$ cat config.mk
export PLATFORM = sky130hd
export DESIGN_NAME = analog_mem_scanner
export DESIGN_NICKNAME = d
export VERILOG_FILES = /design/src/rtl/analog_mem_scanner.sv
export SDC_FILE = /design/constraint.sdc
export NUM_CORES = 1
export LEC_CHECK = 0
export BUFFER_PORTS_ARGS = -buffer_cell sky130_fd_sc_hd__buf_4
export CORE_MARGIN = 3
export CORE_UTILIZATION = 59
export CTS_CLUSTER_SIZE = 12
export DETAILED_ROUTE_END_ITERATION = 12
export PLACE_DENSITY = 0.8
export SLEW_MARGIN = 5
export SYNTH_ARGS = -nofsm -noshare
export SYNTH_HDL_FRONTEND = slang
export SYNTH_SLANG_ARGS = --single-unit
$ cat constraint.sdc
create_clock -name clk -period 3.26 [get_ports clk]
set_input_delay 0.326 -clock clk [delete_from_list [all_inputs] [get_ports clk]]
set_output_delay 0.326 -clock clk [all_outputs]
set_load 0.01 [all_outputs]
$ cat src/rtl/analog_mem_scanner.sv
module analog_mem_scanner #(
  parameter int NUM_MODULES   = 22,
  parameter int CH_W          = 4,
  parameter int MOD_W         = 5,
  parameter int CELL_W        = 5,
  parameter int DISCHARGE_CYC = 500
) (
  input  logic              clk,
  input  logic              rst_n,
  input  logic              meas_window,
  input  logic              host_ready,
  input  logic              data_present,
  input  logic [CELL_W:0]   trig_count,
  input  logic              conv_ready,
  output logic              start_out,
  output logic              clock_out,
  output logic              sample,
  output logic              convert,
  output logic [CH_W-1:0]   chan_addr,
  output logic [MOD_W-1:0]  mod_addr,
  output logic [CELL_W-1:0] cell_idx,
  output logic              scan_done
);

  localparam int TRIG_W = CELL_W + 1;
  localparam int FL_W   = CELL_W + 3;
  localparam int DIS_W  = $clog2(DISCHARGE_CYC + 1);
  localparam logic [TRIG_W-1:0] DEPTH_V = TRIG_W'(1) << CELL_W;
  localparam logic [MOD_W-1:0]  LAST_MOD = MOD_W'(NUM_MODULES - 1);
  localparam logic [DIS_W-1:0]  DIS_END  = DIS_W'(DISCHARGE_CYC - 1);

  typedef enum logic [3:0] {
    S_IDLE, S_CH, S_WAIT, S_CA, S_GAP, S_CB, S_CONV, S_DIS, S_FH, S_FL, S_DONE
  } state_t;

  state_t              st;
  logic [TRIG_W-1:0]   trig_q;
  logic [CH_W-1:0]     chan_q;
  logic [MOD_W-1:0]    mod_q;
  logic [CELL_W-1:0]   cell_q;
  logic [DIS_W-1:0]    dis_q;
  logic [FL_W-1:0]     fl_q;

  logic go, last_cell, last_ch;
  logic [TRIG_W-1:0] trig_lim;
  logic [FL_W-1:0]   fl_need;

  assign go        = !meas_window && host_ready && data_present;
  assign trig_lim  = (trig_count == '0) ? TRIG_W'(1) :
                     (trig_count > DEPTH_V) ? DEPTH_V : trig_count;
  assign last_cell = ({1'b0, cell_q} + TRIG_W'(1)) == trig_q;
  assign last_ch   = (chan_q == '1) && (mod_q == LAST_MOD);
  assign fl_need   = {({1'b0, DEPTH_V} - {1'b0, trig_q}), 1'b0};

  assign start_out = (st == S_CH);
  assign clock_out = (st == S_CH) || (st == S_CA) || (st == S_CB) || (st == S_FH);
  assign sample    = (st == S_CA);
  assign convert   = (st == S_CA);
  assign scan_done = (st == S_DONE);
  assign chan_addr = chan_q;
  assign mod_addr  = mod_q;
  assign cell_idx  = cell_q;

  always_ff @(posedge clk) begin
    if (!rst_n) begin
      st     <= S_IDLE;
      trig_q <= TRIG_W'(1);
      chan_q <= '0;
      mod_q  <= '0;
      cell_q <= '0;
      dis_q  <= '0;
      fl_q   <= '0;
    end else begin
      case (st)
        S_IDLE: if (go) begin
          trig_q <= trig_lim;
          chan_q <= '0;
          mod_q  <= '0;
          cell_q <= '0;
          st     <= S_CH;
        end
        S_CH:   st <= S_WAIT;
        S_WAIT: if (host_ready) st <= S_CA;
        S_CA:   st <= S_GAP;
        S_GAP:  st <= S_CB;
        S_CB:   st <= S_CONV;
        S_CONV: if (conv_ready) begin
          dis_q <= '0;
          st    <= S_DIS;
        end
        S_DIS: begin
          if (dis_q != DIS_END) begin
            dis_q <= dis_q + DIS_W'(1);
          end else if (!last_cell) begin
            cell_q <= cell_q + CELL_W'(1);
            st     <= S_WAIT;
          end else if (fl_need != '0) begin
            fl_q <= fl_need;
            st   <= S_FH;
          end else if (last_ch) begin
            st <= S_DONE;
          end else begin
            chan_q <= chan_q + CH_W'(1);
            if (chan_q == '1) mod_q <= mod_q + MOD_W'(1);
            cell_q <= '0;
            st     <= S_CH;
          end
        end
        S_FH: st <= S_FL;
        S_FL: begin
          if (fl_q != FL_W'(1)) begin
            fl_q <= fl_q - FL_W'(1);
            st   <= S_FH;
          end else if (last_ch) begin
            st <= S_DONE;
          end else begin
            chan_q <= chan_q + CH_W'(1);
            if (chan_q == '1) mod_q <= mod_q + MOD_W'(1);
            cell_q <= '0;
            st     <= S_CH;
          end
        end
        S_DONE: if (meas_window) st <= S_IDLE;
        default: st <= S_IDLE;
      endcase
    end
  end

  a_r10_sample_needs_clock: assert property (@(posedge clk) disable iff (!rst_n)
    (sample || convert) |-> clock_out);
  a_r3_start_with_clock: assert property (@(posedge clk) disable iff (!rst_n)
    start_out |-> clock_out);
  a_r4_clock_single_cycle: assert property (@(posedge clk) disable iff (!rst_n)
    clock_out |=> !clock_out);
  a_r9_done_holds: assert property (@(posedge clk) disable iff (!rst_n)
    (scan_done && !meas_window) |=> scan_done);
  a_r8_addr_moves_on_start: assert property (@(posedge clk) disable iff (!rst_n)
    !$stable({mod_addr, chan_addr}) |-> start_out);
  a_r6_cell_in_range: assert property (@(posedge clk) disable iff (!rst_n)
    ({1'b0, cell_idx} < trig_q));

endmodule

== Word level (Yosys, flattened, before mapping) ==
Index checks and enable logic that the tools add are counted.
Widths: inputs -> output; s select.
Storage, ports and cells
  flip-flop bits (word level): 41
  word-level logic and storage cells: 102
  output and inout bits: 19
  input bits: 12
Operators by class
  reduce and logical (&&, ||, !) cells: 19
  mux-type cells: 41
  magnitude comparators: 1
  add/sub/neg operators: 7
  equality and inequality tests: 27
Operators by type and width (number)
  $mux 4: 15
  $mux 5: 12
  $pmux 4 s11: 1
  $mux 8: 4
  $pmux 5 s3: 2
  $ne 2x2->1 const B: 11
  $mux 9: 2
  $pmux 9 s2: 1
  $eq 4x3->1 const B: 4
  $eq 4x4->1 const B: 4
  $pmux 8 s2: 1
  $reduce_and 5->1: 3
  $mux 6: 2
  $pmux 4 s3: 1
  $add 5x1->5 const B: 2
  $add 9x1->9 const B: 1
  $ne 9x9->1 const B: 1
  $eq 4x2->1 const B: 2
  $ne 8x1->1 const B: 1
  $reduce_bool 8->1: 1
  $sub 8x1->8 const B: 1
  $sub 6x6->7 const A: 1
  $add 5x1->6 const B: 1
  $eq 6x6->1: 1
  15 further kinds: 20

== Longest topological paths before layout ==
Gate-level depths: netlist of run 1.
  depth in word-level cells: 7
  mapped depth: 10
  mapped depth without buffers: 9

== Least setup slack after synthesis of run 1 ==
No wires, ideal clock.
  kind: register to register
  from: reg cell_q[0], in the netlist cell_idx[0]
  to: reg chan_q[2], in the netlist chan_addr[2]
  cell stages (with the launch flop): 9
  setup time: 0.070 ns
  buffers on the path: 0
  slack: 0.684 ns
  arrival time: 2.506 ns
  clock period less this slack: 2.576 ns
  data required time: 3.190 ns
  cells stage by stage: dfxtp_1 ha_1 xnor2_1 nand2_1 nor4_4 nand2_4 a2111o_1 or4b_1 a21boi_1
Between the ends
  cells in the longest elaborated chain, start to end: 4
Ends and longest elaborated chain
  start, declared: line 40  | logic [CELL_W-1:0] cell_q;
  start signal, assigned: line 95  | cell_q <= cell_q + CELL_W'(1);
  $add 5x1->6: line 51  | assign last_cell = ({1'b0, cell_q} + TRIG_W'(1)) == trig_q;
  $eq 6x6->1: line 51
  $ne 2x2->1 (no source line)
  $reduce_and 6->1 (no source line)
  end signal, assigned: line 103  | chan_q <= chan_q + CH_W'(1);
  end signal, assigned: line 117  | chan_q <= chan_q + CH_W'(1);
  end, declared: line 38  | logic [CH_W-1:0] chan_q;
Every way passes these cells.
A chain may end at the register's enable or synchronous reset.

== Worst setup path after layout of run 1 ==
  from: reg dis_q[0]
  to: reg chan_q[2], in the netlist chan_addr[2]
Between the ends
  cells in the longest elaborated chain, start to end: 3
Ends and longest elaborated chain
  start, declared: line 41  | logic [DIS_W-1:0] dis_q;
  start signal, assigned: line 93  | dis_q <= dis_q + DIS_W'(1);
  $ne 9x9->1: line 92  | if (dis_q != DIS_END) begin
  $ne 2x2->1 (no source line)
  $reduce_and 6->1 (no source line)
Every way passes these cells.

==> metrics.txt, run 1 <==
# TYPE chip_impl_metric gauge
chip_impl_metric{name="dr.first_iter.drc_count",unit=""} 176
chip_impl_metric{name="layout.cell_area.non_filler",unit="µm²"} 3156
chip_impl_metric{name="yosys_register_bits",unit=""} 41
chip_impl_metric{name="skew",unit="ns"} 0.003104
chip_impl_metric{name="syn_nets",unit=""} 374
chip_impl_metric{name="p_comb_share",unit="%"} 17.8
chip_impl_info{name="cp_cell_sequence",value="ha_1 -> and4bb_2 -> nand2_1 -> a22oi_1 -> o221ai_2 -> a2111o_1 -> or4b_1 -> a21boi_1"} 1
chip_impl_metric{name="power.clock.fraction",unit="%"} 33.8
chip_impl_info{name="globalRoute.busiestLayer",value="met2"} 1
chip_impl_metric{name="cts.path.max_buffers",unit=""} 2
chip_impl_metric{name="drt_pass1_iterations",unit=""} 4
chip_impl_metric{name="final-max-slew-violation-count",unit=""} 0
chip_impl_metric{name="max_freq",unit="MHz"} 350.8
chip_impl_metric{name="power.switching_fraction",unit="%"} 27.75
chip_impl_metric{name="syn_area_per_cell",unit="µm²"} 7.950
chip_impl_info{name="worstSetupStartpointType",value="flop"} 1
chip_impl_metric{name="drv.max_cap_violation_count",unit=""} 0
chip_impl_metric{name="pin_count_of_the_biggest_net_entering_global_routing",unit=""} 39
chip_impl_metric{name="grt.met2_usage",unit="%"} 38.10
chip_impl_metric{name="fin_nets",unit=""} 397
chip_impl_metric{name="htree_levels",unit=""} 2
chip_impl_metric{name="via_count_of_the_first_global_routing_pass",unit=""} 2290
chip_impl_metric{name="drc_violations",unit=""} 0
chip_impl_info{name="timing.hold.worst.class",value="in -> reg"} 1
chip_impl_metric{name="die_w",unit="µm"} 74.97
chip_impl_metric{name="placed_area",unit="µm²"} 3054
chip_impl_metric{name="timing.critical_path.required",unit="ns"} 3.50
chip_impl_metric{name="mappedNetlistArea",unit="µm²"} 2806
chip_impl_info{name="hold-path-endpoint",value="trig_q[0]$_SDFFE_PN1P_"} 1
chip_impl_info{name="critical_path.endpoint_type",value="flop"} 1
chip_impl_metric{name="regArea",unit="µm²"} 820.8
chip_impl_metric{name="synth-warning-count",unit=""} 0
chip_impl_metric{name="synth_edf_count",unit=""} 0
chip_impl_metric{name="cts.sinks",unit=""} 41
chip_impl_metric{name="initial_core_util",unit="%"} 62.72
chip_impl_metric{name="grt.met1_usage",unit="%"} 32.68
chip_impl_metric{name="fp-row-count",unit=""} 24
chip_impl_info{name="critical_path.reg2reg.endpoint",value="chan_addr[2]$_SDFFE_PN0P_"} 1
chip_impl_metric{name="setup_viol",unit=""} 0
chip_impl_metric{name="fp.coreArea",unit="µm²"} 4474
chip_impl_metric{name="final.period_utilization",unit="%"} 87.44
chip_impl_metric{name="routed_wirelength",unit="mm"} 6.229
chip_impl_info{name="tritoncts",value="done"} 1
chip_impl_metric{name="cp_slowest_stage_delay",unit="ns"} 0.53
chip_impl_metric{name="final.min_clock_period",unit="ns"} 2.851
chip_impl_info{name="rsz0062_at_grt",value="no"} 1
chip_impl_metric{name="grt_use_met3",unit="%"} 4.673
chip_impl_metric{name="global_route.usage.total",unit="%"} 24.02
chip_impl_metric{name="route.vias.total",unit=""} 2606
chip_impl_metric{name="area_growth",unit="%"} 12.44
chip_impl_metric{name="p_per_area",unit="nW/µm²"} 346.3
chip_impl_metric{name="die_h",unit="µm"} 74.97
chip_impl_metric{name="n_fill_cell",unit=""} 360
chip_impl_metric{name="place.gp.congestion",unit=""} 0.8685
chip_impl_metric{name="antennaDiodeCount",unit=""} 0
chip_impl_metric{name="net-switching-power",unit="µW"} 303.3
chip_impl_metric{name="antenna_found_initial",unit=""} 0
chip_impl_metric{name="tns",unit="ns"} 0
chip_impl_metric{name="synthDominantCellAreaShare",unit="%"} 29.25
chip_impl_metric{name="worstPathBufferInverterCount",unit=""} 0
chip_impl_metric{name="latest_clock_arrival_within_the_worst_skew_pair",unit="ns"} 0.30
chip_impl_metric{name="post_route_cells_drive_above_1_share",unit="%"} 16.98
chip_impl_metric{name="power.internal",unit="µW"} 789.4
chip_impl_metric{name="power.sequential.fraction",unit="%"} 48.5
chip_impl_metric{name="reported_leakage_power",unit="µW"} 0.001233
chip_impl_metric{name="path_max_fanout",unit=""} 8
chip_impl_metric{name="fraction_of_synthesis_flops_using_an_asynchronous_set_or_reset_pin",unit="%"} 0
chip_impl_info{name="root_buffer",value="sky130_fd_sc_hd__clkbuf_8"} 1
chip_impl_metric{name="die_area",unit="µm²"} 5621
chip_impl_metric{name="ff2ff_path_depth",unit=""} 8
chip_impl_metric{name="cts_buffers",unit=""} 5
chip_impl_metric{name="ant_nets",unit=""} 0
chip_impl_metric{name="max_slew_margin",unit="%"} 24.09
chip_impl_metric{name="tightestPinTransition",unit="ns"} 1.133
chip_impl_metric{name="r2r_setup_slack",unit="ns"} 0.41
chip_impl_metric{name="post_cts_resize_count",unit=""} 0
chip_impl_info{name="result_of_the_run",value="completed"} 1
chip_impl_metric{name="yosys.cell_types.count",unit=""} 71
chip_impl_info{name="critical_path.slowest_cell",value="sky130_fd_sc_hd__a2111o_1"} 1
chip_impl_info{name="hold_start",value="trig_count[5]"} 1
chip_impl_info{name="yosys-top-cells-area",value="sky130_fd_sc_hd__dfxtp_1 (29%), sky130_fd_sc_hd__nand2_1 (5.2%), sky130_fd_sc_hd__nor2_1 (4.1%)"} 1
chip_impl_metric{name="worst_ir_drop_vdd",unit="mV"} 0.2354
chip_impl_metric{name="min_path_cells",unit=""} 2
chip_impl_metric{name="post-cts-setup-buffer-count",unit=""} 0
chip_impl_metric{name="dp_hpwl",unit="mm"} 4.399
chip_impl_info{name="cell_family_contributing_the_most_delay_on_the_critical_path",value="compound AO/OA/AOI/OAI gates"} 1
chip_impl_metric{name="critPathArrivalTime",unit="ns"} 3.09
chip_impl_info{name="worst_reg2reg_startpoint",value="dis_q[0]$_SDFFE_PN0P_"} 1
chip_impl_metric{name="post_synth_inst_count",unit=""} 353
chip_impl_info{name="synth_flop_cell",value="sky130_fd_sc_hd__dfxtp_1"} 1
chip_impl_metric{name="cts_hold_buf",unit=""} 0
chip_impl_metric{name="avgRoutedWirePerCell",unit="µm"} 14.52
chip_impl_metric{name="grt.overflow.total",unit=""} 0
chip_impl_metric{name="grt_first_pass_wirelength",unit="mm"} 10.53
chip_impl_metric{name="buffer_ports.inserted",unit=""} 30
chip_impl_info{name="yosysTopAreaCell",value="sky130_fd_sc_hd__dfxtp_1"} 1
chip_impl_metric{name="multi_input_combinational_cell_area",unit="µm²"} 1846
chip_impl_metric{name="yosysSeqAreaShare",unit="%"} 29.25
chip_impl_metric{name="floorplan.io_pins",unit=""} 31
chip_impl_metric{name="path_clk_slew",unit="ns"} 0.08
chip_impl_info{name="crit_type",value="reg -> reg"} 1
chip_impl_metric{name="vias_per_cell",unit=""} 6.075
chip_impl_metric{name="hold_viol",unit=""} 0
worst max path at each step:
| stage | startpoint | to | slack, ns | depth (start not counted) |
|---|---|---|---|---|
| final | dis_q[0]$_SDFFE_PN0P_ | chan_addr[2]$_SDFFE_PN0P_ | 0.41 | 8 |
| after global routing | cell_idx[1]$_SDFFE_PN0P_ | fl_q[5]$_SDFFE_PN0P_ | 0.11 | 8 |
| after CTS | dis_q[0]$_SDFFE_PN0P_ | chan_addr[2]$_SDFFE_PN0P_ | 0.43 | 8 |
| after detailed placement | cell_idx[0]$_SDFFE_PN0P_ | fl_q[5]$_SDFFE_PN0P_ | 0.47 | 7 |
| after global placement | st[3]$_SDFFE_PN0P_ | chan_addr[2]$_SDFFE_PN0P_ | 0.48 | 7 |
| after floorplan | cell_idx[0]$_SDFFE_PN0P_ | chan_addr[2]$_SDFFE_PN0P_ | 0.68 | 8 |
registers in the layout (all words and copies together), names as in the netlist:
register / cells
mod_addr: 5
trig_q: 6
chan_addr: 4
fl_q: 8
cell_idx: 5
dis_q: 9
st: 4
power by group through the flow:
stage               Sequential [µW]  Clock (µW)  Combinational (µW)
detailed placement              541           0                 192
global route                    532         392                 218
floorplan                       535           0                 140
finish                          530         369                 194
global placement                541           0                 190
CTS                             529         376                 193
metrics by stage:
step	hold slack, ns	worst slack (ns)	cells	total power (µW)	util, %
after CTS	0.3239	0.4293	429	1099	70.53
after global routing	0.3413	0.1054	429	1142	70.53
final	0.3228	0.4093	429	1093	70.53
after floorplan	0.4549	0.6842	353	675.4	-
after global placement	0.4673	0.4761	421	730.9	68.26
after detailed placement	0.4815	0.4690	421	733.4	68.26
per-layer routing:
| metal | vias up | routed length, µm | share of wire, % |
|---|---|---|---|
| li1 | 1328 | - | - |
| met1 | 1204 | 3016 | 48 |
| met2 | 69 | 2800 | 45 |
| met3 | 5 | 361 | 5.8 |
| met4 | 0 | 51 | 0.82 |
| met5 | - | 0 | 0 |
kinds of logic (layout without fill, tap and decap cells):
group | Yosys count | count (layout) | share of synthesized area (%)
muxes | 7 | 7 | 2.541
DFF | 41 | 41 | 29.25
buffers and inverters | 33 | 57 | 5.216
AOI/OAI and AO/OA | 84 | 84 | 20.60
and+or+nand+nor | 162 | 162 | 33.08
adders and majority gates | 9 | 9 | 4.013
xor gates and xnor gates | 17 | 17 | 5.306
synthesized netlist by cell type, drive strengths merged, types with 9 or more instances:
cell type  number
nand2          40
o21ai          19
nand3          19
ha              9
xnor2           9
nor3           13
nor2           31
dfxtp          41
inv            12
a21oi          20
clkbuf         15
area by class of cell:
class / instances / area share [%]
clock buffer: 7 / 3.053
timing repair buffer: 37 / 8.803
clock inverter: 1 / 0.1586
sequential: 41 / 26.01
multi-input combinational: 279 / 58.49
inverter: 12 / 1.427
tap: 52 / 2.062
cell usage in the layout, fill, tap and decap left out, types with 3 or more instances in the layout:
master,n
sky130_fd_sc_hd__dfxtp_1,41
sky130_fd_sc_hd__or3_1,3
sky130_fd_sc_hd__nor2b_1,8
sky130_fd_sc_hd__nand4b_1,3
sky130_fd_sc_hd__buf_4,37
sky130_fd_sc_hd__nor2_1,31
sky130_fd_sc_hd__xor2_1,8
sky130_fd_sc_hd__nand4_1,3
sky130_fd_sc_hd__and2_1,3
sky130_fd_sc_hd__o22ai_1,3
sky130_fd_sc_hd__a21boi_1,5
sky130_fd_sc_hd__nor3_1,12
sky130_fd_sc_hd__a31oi_1,3
sky130_fd_sc_hd__and3_1,4
sky130_fd_sc_hd__inv_1,11
sky130_fd_sc_hd__ha_1,9
sky130_fd_sc_hd__xnor2_1,9
sky130_fd_sc_hd__a22oi_1,3
sky130_fd_sc_hd__nand3_1,18
sky130_fd_sc_hd__clkbuf_8,7
sky130_fd_sc_hd__nor3b_1,6
sky130_fd_sc_hd__o21ai_0,19
sky130_fd_sc_hd__nand3b_1,4
sky130_fd_sc_hd__mux2i_1,6
sky130_fd_sc_hd__a21oi_1,20
sky130_fd_sc_hd__a211oi_1,4
sky130_fd_sc_hd__o211ai_1,4
sky130_fd_sc_hd__nand2_1,39
sky130_fd_sc_hd__nor4_1,3
Note: power is estimated with default switching activity, not from simulation.
==> run 2: changes to the inputs <==
clock period = 2.85 ns   (was 3.26 ns; I/O delays follow)
==> metrics.txt, run 2 (synthesized netlist as in run 1, its figures left out) <==
# TYPE chip_impl_metric gauge
chip_impl_info{name="result_of_the_run",value="completed"} 1
chip_impl_metric{name="pin_count_of_the_biggest_net_entering_global_routing",unit=""} 39
chip_impl_metric{name="htree_levels",unit=""} 2
chip_impl_metric{name="avgRoutedWirePerCell",unit="µm"} 14.44
chip_impl_metric{name="max_slew_margin",unit="%"} 61.27
chip_impl_metric{name="grt_use_met3",unit="%"} 5.207
chip_impl_info{name="critical_path.endpoint_type",value="flop"} 1
chip_impl_metric{name="grt.met2_usage",unit="%"} 38.49
chip_impl_metric{name="grt.met1_usage",unit="%"} 33.36
chip_impl_metric{name="fp.coreArea",unit="µm²"} 4474
chip_impl_metric{name="dp_hpwl",unit="mm"} 4.612
chip_impl_metric{name="p_per_area",unit="nW/µm²"} 385.9
chip_impl_metric{name="route.vias.total",unit=""} 2683
chip_impl_metric{name="dr.first_iter.drc_count",unit=""} 188
chip_impl_metric{name="tightestPinTransition",unit="ns"} 0.5761
chip_impl_metric{name="path_clk_slew",unit="ns"} 0.08
chip_impl_metric{name="global_route.usage.total",unit="%"} 24.43
chip_impl_metric{name="drt_pass1_iterations",unit=""} 5
chip_impl_metric{name="grt_first_pass_wirelength",unit="mm"} 10.71
chip_impl_info{name="reg.largest.list",value="dis_q: 9 flops, fl_q: 8 flops, trig_q: 6 flops"} 1
chip_impl_metric{name="cts_buffers",unit=""} 5
chip_impl_metric{name="timing.critical_path.required",unit="ns"} 3.09
chip_impl_info{name="hold_start",value="trig_count[5]"} 1
chip_impl_metric{name="skew",unit="ns"} 0.009286
chip_impl_metric{name="die_w",unit="µm"} 74.97
chip_impl_metric{name="max_freq",unit="MHz"} 369.9
chip_impl_metric{name="final-max-slew-violation-count",unit=""} 0
chip_impl_metric{name="worst_ir_drop_vdd",unit="mV"} 0.2139
chip_impl_metric{name="die_area",unit="µm²"} 5621
chip_impl_metric{name="fin_nets",unit=""} 408
chip_impl_metric{name="drv.max_cap_violation_count",unit=""} 0
chip_impl_metric{name="routed_wirelength",unit="mm"} 6.355
chip_impl_info{name="top_register",value="dis_q"} 1
chip_impl_metric{name="drc_violations",unit=""} 0
chip_impl_metric{name="finalHoldWorstSlack",unit="ns"} 0.3005
chip_impl_metric{name="latest_clock_arrival_within_the_worst_skew_pair",unit="ns"} 0.31
chip_impl_info{name="setup_crit_start",value="cell_idx[1]$_SDFFE_PN0P_"} 1
chip_impl_metric{name="setup_viol",unit=""} 0
chip_impl_info{name="crit_type",value="reg -> reg"} 1
chip_impl_metric{name="final.period_utilization",unit="%"} 94.87
chip_impl_info{name="timing.hold.worst.class",value="in -> reg"} 1
chip_impl_metric{name="grt.overflow.total",unit=""} 0
chip_impl_metric{name="antennaDiodeCount",unit=""} 0
chip_impl_metric{name="post_route_cells_drive_above_1_share",unit="%"} 20.88
chip_impl_metric{name="layoutNonFillerInstCount",unit=""} 440
chip_impl_info{name="globalRoute.busiestLayer",value="met2"} 1
chip_impl_metric{name="critPathArrivalTime",unit="ns"} 2.94
chip_impl_metric{name="place.gp.congestion",unit=""} 0.8441
chip_impl_info{name="tritoncts",value="done"} 1
chip_impl_info{name="mostFrequentLayoutCells",value="sky130_fd_sc_hd__buf_4 (48), sky130_fd_sc_hd__dfxtp_1 (40), sky130_fd_sc_hd__nand2_1 (39)"} 1
chip_impl_metric{name="die_h",unit="µm"} 74.97
chip_impl_metric{name="final.min_clock_period",unit="ns"} 2.704
chip_impl_metric{name="cts.sinks",unit=""} 41
chip_impl_metric{name="reported_leakage_power",unit="µW"} 0.001283
chip_impl_info{name="worst_reg2reg_startpoint",value="cell_idx[1]$_SDFFE_PN0P_"} 1
chip_impl_metric{name="area_growth",unit="%"} 16.18
chip_impl_info{name="root_buffer",value="sky130_fd_sc_hd__clkbuf_8"} 1
chip_impl_metric{name="hold_viol",unit=""} 0
chip_impl_metric{name="tns",unit="ns"} 0
chip_impl_metric{name="dpl.cell_count",unit=""} 430
chip_impl_metric{name="via_count_of_the_first_global_routing_pass",unit=""} 2332
chip_impl_metric{name="initial_core_util",unit="%"} 62.72
chip_impl_metric{name="fp-row-count",unit=""} 24
chip_impl_metric{name="cts.path.max_buffers",unit=""} 2
chip_impl_info{name="final_common_cell",value="sky130_fd_sc_hd__buf_4"} 1
chip_impl_metric{name="ant_nets",unit=""} 0
chip_impl_metric{name="path_max_fanout",unit=""} 7
chip_impl_metric{name="buffer_ports.inserted",unit=""} 30
chip_impl_metric{name="vias_per_cell",unit=""} 6.098
chip_impl_metric{name="antenna_found_initial",unit=""} 0
chip_impl_metric{name="floorplan.io_pins",unit=""} 31
chip_impl_info{name="worstSetupStartpointType",value="flop"} 1
chip_impl_metric{name="largest_register_ffs",unit=""} 9
run 2: cell count changes in the layout (fill, tap and decap cells not counted):
cell | before | now
sky130_fd_sc_hd__buf_4 | 37 | 48
sky130_fd_sc_hd__ha_1 | 9 | 7
sky130_fd_sc_hd__a22oi_1 | 3 | 2
sky130_fd_sc_hd__a22oi_2 | 0 | 1
sky130_fd_sc_hd__clkbuf_8 | 7 | 6
sky130_fd_sc_hd__clkinv_4 | 0 | 1
sky130_fd_sc_hd__dfxtp_1 | 41 | 40
sky130_fd_sc_hd__dfxtp_2 | 0 | 1
sky130_fd_sc_hd__ha_2 | 0 | 1
sky130_fd_sc_hd__ha_4 | 0 | 1
sky130_fd_sc_hd__inv_1 | 11 | 10
sky130_fd_sc_hd__inv_2 | 1 | 2
sky130_fd_sc_hd__nor4_1 | 3 | 2
sky130_fd_sc_hd__nor4_2 | 0 | 1
run 2: layer usage:
| layer | part of all wire, % | up-vias |
|---|---|---|
| met5 | 0 | - |
| met4 | 1.2 | 0 |
| met3 | 5.0 | 7 |
| met2 | 46 | 72 |
| met1 | 47 | 1257 |
| li1 | - | 1347 |
run 2: path summary, 6_finish.rpt:
| check | end | slack, ns | cells past startpoint |
|---|---|---|---|
| worst max register to register | chan_addr[2]$_SDFFE_PN0P_ | 0.15 | 8 |
| worst max-delay path | chan_addr[2]$_SDFFE_PN0P_ | 0.15 | 8 |
| worst min-delay path | trig_q[5]$_SDFFE_PN0P_ | 0.30 | 3 |
| worst min register to register | fl_q[7]$_SDFFE_PN0P_ | 0.50 | 2 |
run 2: critical path, stage by stage (launching register included):
cell and delay (ns):
sky130_fd_sc_hd__dfxtp_1 0.43, sky130_fd_sc_hd__ha_2 0.25, sky130_fd_sc_hd__xnor2_1 0.14, sky130_fd_sc_hd__xnor2_1 0.15
sky130_fd_sc_hd__nor4_4 0.37, sky130_fd_sc_hd__nand2_4 0.13, sky130_fd_sc_hd__a2111o_1 0.52, sky130_fd_sc_hd__or4b_1 0.49
sky130_fd_sc_hd__a21boi_1 0.15
run 2: what timing repair did:
item                                    in CTS  in global routing
buffers inserted                             0                  2
hold buffers                                 0                  0
gates resized for setup                      0                  7
endpoints found under the setup margin       0                  3
run 2: per-stage QoR:
stage               area [µm²]  utilization, %  power (µW)  setup WS (ns)
floorplan                 2806               -       772.5         0.2742
global placement          3122           69.77       846.7         0.2101
detailed placement        3122           69.77       850.7        0.09957
CTS                       3218           71.92        1255        0.07452
global route              3261           72.87        1320      -0.006733
finish                    3261           72.87        1258         0.1462
run 2: report_power, final:
part | internal, µW | switching, µW | leakage (µW)
clock network | 196 | 211 | 0.0000512
registers | 584 | 18.0 | 0.000331
logic | 116 | 133 | 0.000900
run 2: area by class of cell:
type / count / area, µm²
repair buffers: 48 / 360.3
clock inverters: 2 / 13.76
flip-flops and latches: 41 / 822.0
inverters: 12 / 45.04
fillers: 353 / 1214
multi-input cells: 279 / 1872
clock buffers: 6 / 82.58
well taps: 52 / 65.06
